[src/rtl/cpu_mode_pkg.sv]
package cpu_mode_pkg;
  typedef enum logic [1:0] {
    MODE_REAL = 2'b00,
    MODE_PROT = 2'b01,
    MODE_V86  = 2'b10
  } cpu_mode_e;
endpackage

[src/rtl/rst_sync.sv]
module rst_sync #(
  parameter int STAGES = 2
) (
  input  logic clk,
  input  logic rst_n,
  output logic rst_sync_n
);
  logic [STAGES-1:0] sync_q;

  always_ff @(posedge clk or negedge rst_n) begin
    if (!rst_n) sync_q <= '0;
    else        sync_q <= {sync_q[STAGES-2:0], 1'b1};
  end

  assign rst_sync_n = sync_q[STAGES-1];
endmodule

[src/rtl/cr_write_ctrl.sv]
module cr_write_ctrl #(
  parameter int XLEN   = 32,
  parameter int PE_BIT = 0,
  parameter int PG_BIT = 31,
  parameter int ERR_W  = 16
) (
  input  logic            clk,
  input  logic            rst_n,
  input  logic            wr_req,
  input  logic [XLEN-1:0] wr_data,
  input  logic            ld_req,
  input  logic [XLEN-1:0] ld_data,
  output logic [XLEN-1:0] cr_q,
  output logic            fault,
  output logic [ERR_W-1:0] err_code
);
  logic            illegal;
  logic            cr_en;
  logic [XLEN-1:0] cr_d;

  always_comb begin
    illegal  = wr_data[PG_BIT] & ~wr_data[PE_BIT];
    fault    = wr_req & ~ld_req & illegal;
    err_code = '0;
    cr_en    = ld_req | (wr_req & ~illegal);
    cr_d     = ld_req ? ld_data : wr_data;
  end

  always_ff @(posedge clk or negedge rst_n) begin
    if (!rst_n)     cr_q <= '0;
    else if (cr_en) cr_q <= cr_d;
  end
endmodule

[src/rtl/mode_select.sv]
module mode_select
  import cpu_mode_pkg::*;
(
  input  logic      vm,
  input  logic      pe,
  output cpu_mode_e mode_new
);
  always_comb begin
    unique case ({vm, pe})
      2'b01:   mode_new = MODE_PROT;
      2'b11:   mode_new = MODE_V86;
      default: mode_new = MODE_REAL;
    endcase
  end
endmodule

[src/rtl/mode_cpl_reg.sv]
module mode_cpl_reg
  import cpu_mode_pkg::*;
#(
  parameter int CPL_W = 2
) (
  input  logic             clk,
  input  logic             rst_n,
  input  cpu_mode_e        mode_new,
  input  logic [CPL_W-1:0] dpl,
  output cpu_mode_e        mode_q,
  output logic [CPL_W-1:0] cpl_q
);
  localparam logic [CPL_W-1:0] CPL_KERNEL = '0;
  localparam logic [CPL_W-1:0] CPL_USER   = '1;

  cpu_mode_e        mode_d;
  logic [CPL_W-1:0] cpl_d;
  logic             upd_en;

  always_comb begin
    upd_en = (mode_new != mode_q);
    mode_d = mode_new;
    cpl_d  = cpl_q;
    if (mode_q == MODE_REAL && mode_new == MODE_PROT) cpl_d = dpl;
    else if (mode_new == MODE_REAL)                   cpl_d = CPL_KERNEL;
    else if (mode_new == MODE_V86)                    cpl_d = CPL_USER;
  end

  always_ff @(posedge clk or negedge rst_n) begin
    if (!rst_n) begin
      mode_q <= MODE_REAL;
      cpl_q  <= CPL_KERNEL;
    end else if (upd_en) begin
      mode_q <= mode_d;
      cpl_q  <= cpl_d;
    end
  end
endmodule

[src/rtl/cpu_mode_tracker.sv]
module cpu_mode_tracker
  import cpu_mode_pkg::*;
#(
  parameter int XLEN        = 32,
  parameter int PE_BIT      = 0,
  parameter int PG_BIT      = 31,
  parameter int CPL_W       = 2,
  parameter int ERR_W       = 16,
  parameter int SYNC_STAGES = 2
) (
  input  logic             clk,
  input  logic             rst_n,
  input  logic             vm_flag,
  input  logic [CPL_W-1:0] ss_dpl,
  input  logic             wr_req,
  input  logic [XLEN-1:0]  wr_data,
  input  logic             restore_req,
  input  logic [XLEN-1:0]  restore_data,
  output logic [XLEN-1:0]  cr_value,
  output logic [1:0]       mode,
  output logic [CPL_W-1:0] cpl,
  output logic             paging_on,
  output logic             gp_fault,
  output logic [ERR_W-1:0] gp_err
);
  logic      rst_i_n;
  logic      vm_q;
  cpu_mode_e mode_new;
  cpu_mode_e mode_q;

  rst_sync #(.STAGES(SYNC_STAGES)) u_rst (
    .clk(clk), .rst_n(rst_n), .rst_sync_n(rst_i_n)
  );

  cr_write_ctrl #(.XLEN(XLEN), .PE_BIT(PE_BIT), .PG_BIT(PG_BIT), .ERR_W(ERR_W)) u_cr (
    .clk(clk), .rst_n(rst_i_n),
    .wr_req(wr_req), .wr_data(wr_data),
    .ld_req(restore_req), .ld_data(restore_data),
    .cr_q(cr_value), .fault(gp_fault), .err_code(gp_err)
  );

  always_ff @(posedge clk or negedge rst_i_n) begin
    if (!rst_i_n) vm_q <= 1'b0;
    else          vm_q <= vm_flag;
  end

  mode_select u_sel (
    .vm(vm_q), .pe(cr_value[PE_BIT]), .mode_new(mode_new)
  );

  mode_cpl_reg #(.CPL_W(CPL_W)) u_mc (
    .clk(clk), .rst_n(rst_i_n), .mode_new(mode_new), .dpl(ss_dpl),
    .mode_q(mode_q), .cpl_q(cpl)
  );

  assign mode      = mode_q;
  assign paging_on = cr_value[PG_BIT] & (mode_q != MODE_REAL);
endmodule

[config.mk]
export PLATFORM = sky130hd
export DESIGN_NAME = cpu_mode_tracker
export DESIGN_NICKNAME = d
export VERILOG_FILES = /design/src/rtl/cpu_mode_pkg.sv /design/src/rtl/rst_sync.sv /design/src/rtl/cr_write_ctrl.sv /design/src/rtl/mode_select.sv /design/src/rtl/mode_cpl_reg.sv /design/src/rtl/cpu_mode_tracker.sv
export SDC_FILE = /design/constraint.sdc
export NUM_CORES = 1
export LEC_CHECK = 0
export ABC_AREA = 1
export BUFFER_PORTS_ARGS = -buffer_cell sky130_fd_sc_hd__buf_4
export CAP_MARGIN = 5
export CELL_PAD_IN_SITES_DETAIL_PLACEMENT = 2
export CELL_PAD_IN_SITES_GLOBAL_PLACEMENT = 2
export CORE_UTILIZATION = 21
export CTS_BUF_LIST = sky130_fd_sc_hd__clkbuf_16
export DETAILED_ROUTE_END_ITERATION = 12
export GPL_TIMING_DRIVEN = 0
export PLACE_DENSITY = 0.87
export SLEW_MARGIN = 20
export SYNTH_ARGS = -nofsm -noshare
export SYNTH_HDL_FRONTEND = slang
export SYNTH_SLANG_ARGS = --single-unit
export TNS_END_PERCENT = 50
[constraint.sdc]
create_clock -name clk -period 1.5 [get_ports clk]
set_input_delay 0.075 -clock clk [delete_from_list [all_inputs] [get_ports clk]]
set_output_delay 0.075 -clock clk [all_outputs]
set_load 0.05 [all_outputs]
==> metrics.txt <==
status=finished clean; Die Wd=a little over 100 um; Synth-to-Final Area Change=58.50%; ys flop type=dfrtp_1; Place WS=between 0.3 and 0.4 ns; f_max=0.7595 GHz; Worst Clk Skew=0.002208 ns; layout cell share with drive strength beyond 1=34.60%; global-route usage over all layers=~15%; gpl congestion=0.7526; Initial Utilization=approximately 22%; FF-to-FF setup slack=0.30 ns; Peak VDD IR=354.7 uV; n_diodes=0; Synth async-reset ratio=100.0%; final core area utilization=34.98%; PnR worst setup slack=0.1834 ns; chip height=101.2 um; yosys warns=0; Critical Path RT=1.42 ns; setup repair after global routing missed its margin=false; setup TNS=0 ns; crit end category=output port; Crit. Startpoint=u_mc.mode_q[0]; EDFF count, synth=0; grt total ovfl=0; placed cells=541; top post-synthesis cells by count=nand2_1 (138), dfrtp_1 (39), inv_1 (34); CTS tree=built; Min Hold Slack=0.1047 ns; clk buf depth=2; Clock Sinks=39; Vias/cell=4.094; Final min period=1.317 ns; first-pass GRT wire length=11.54 mm; largest net degree at the start of global routing=21; ANT nets after route=0; crit-path max FO=5; drt pass-1 iters=4; Critical Setup Path Class=flip-flop to output port; syn_area_per_cell=7.157 um2; final net count=between 400 and 500; Root Buffer=clkbuf_16; Critical Path End=paging_on; count of final setup violators=0; clock latency on the worst-skew pair=~0.27 ns; # IOs=125; period utilization=about 88%; Core ar.=0.009371 mm2; R2R cell count=6; Worst Setup Start Kind=flip-flop; Die ar.=between 0.01 and 0.015 mm2; initial antenna violation count=0; fillers=1144; Setup Buffers After CTS=0; Power Density=1101 mW/mm2; most common cell in the netlist=nand2_1; Synth Instances=289; Hold Path Class=input pin to flip-flop; synth top area cells=dfrtp_1 (47%), nand2_1 (25%), o21ai_0 (7.5%), buf_4 (7.3%), inv_1 (6.2%); site row count=35; fin. max-slew vios=0; Reg-to-Reg End=u_mc.cpl_q[1]; Mapped Area=0.002068 mm2; Pleak=1.899 nW; post-synth top area cell=dfrtp_1; Residual DRC=0; WP data arrival=1.24 ns; Worst Tran Pin Value=about 0.52 ns; Hold Violations, Final=0; vias in the first global route=2428; Seq/Total Area, Yosys=47.19%; maxcap violations=0; Slew Limit Headroom=65.15%; Yosys reg bits=39; final wirelength=7.190 mm; routed len/inst=13.05 um; Netlist cell types=15; Vias=2256; Yosys top cell area share=47.19%; dpl hpwl=5.927 mm; Finished Layout Cells=551; Clock transition at path regs=0.06 ns; Pwr Total=3.611 mW; # port buffers=107; post-route design area=0.003278 mm2; Placed Instance Area=0.003120 mm2; initial DRC count=19; H-tree lvl count=2; Critical R2R Launch=u_mc.mode_q[0]; clock buffer count from CTS=5
-- layer usage --
layer / wire length, um / vias up / GRT usage (%)
li1: - / 1092 / -
met1: 2801 / 1094 / 15.78
met2: 3962 / 65 / 28.94
met3: 366 / 5 / 2.692
met4: 59 / 0 / 3.679
met5: 0 / - / 0
-- sequential cells by signal, summed over array words and instances (netlist names) --
name and cells:
u_rst.sync_q 2, u_cr.cr_q 32, u_mc.mode_q 2, u_mc.cpl_q 2, vm_q 1
-- timing repair --
action	in CTS	in global routing
hold buffers	2	0
endpoints found under the hold margin	3	0
resized for setup	0	0
-- how the worst min path moves through the flow --
stage           startpoint  depth (start not counted)  slack (ns)               to
2_1_floorplan        rst_n                          0       -0.22  u_rst.sync_q[0]
3_3_place_gp         rst_n                          1       -0.14  u_rst.sync_q[0]
3_5_place_dp         rst_n                          1       -0.14  u_rst.sync_q[0]
4_1_cts        wr_data[11]                          5        0.10    u_cr.cr_q[11]
5_1_grt        wr_data[11]                          5        0.11    u_cr.cr_q[11]
6_report       wr_data[11]                          5        0.10    u_cr.cr_q[11]
-- cells by family (layout without fill, tap and decap cells) --
family	count (synthesis)	after routing	synth area share [%]
and+or+nand+nor	150	150	27.95
buffers and inverters	64	182	15.73
DFF	39	39	47.19
AOI/OAI and AO/OA	34	34	8.772
other	2	17	0.3631
-- power by group --
part	leakage [nW]	switching [mW]	internal, mW
Combinational	1.35	0.894	0.441
Sequential	0.476	0.0923	1.19
Clock	0.0762	0.397	0.601
Total	1.90	1.38	2.23
-- cells in the final DEF, fill, tap and decap left out --
cell type      instances
nand2_1              138
buf_4                127
dfrtp_1               38
inv_1                 36
o21ai_0               31
conb_1                17
buf_2                  6
nor2_1                 5
clkbuf_16              5
nand3_1                4
clkbuf_2               2
clkbuf_1               2
o21ai_1                2
dlygate4sd3_1          2
nor2_2                 1
nor2_4                 1
and3_1                 1
a21oi_4                1
clkinv_2               1
buf_16                 1
dfrtp_2                1
-- area by class of cell --
class / instances / area, um2 / area share, %
buffer: 30 / 197.7 / 6.031
clock buffer: 5 / 125.1 / 3.817
clock inverter: 3 / 12.51 / 0.3817
inverter: 34 / 127.6 / 3.893
multi-input combinational: 201 / 825.8 / 25.19
sequential: 39 / 977.2 / 29.81
tap: 129 / 161.4 / 4.924
timing repair buffer: 110 / 850.8 / 25.95
-- worst max-delay path: stages, from the launching register on --
cell and delay (ns):
dfrtp_1 0.40, nor2_1 0.32, nor2_2 0.05, buf_4 0.19
(Power assumes the default switching activity.)
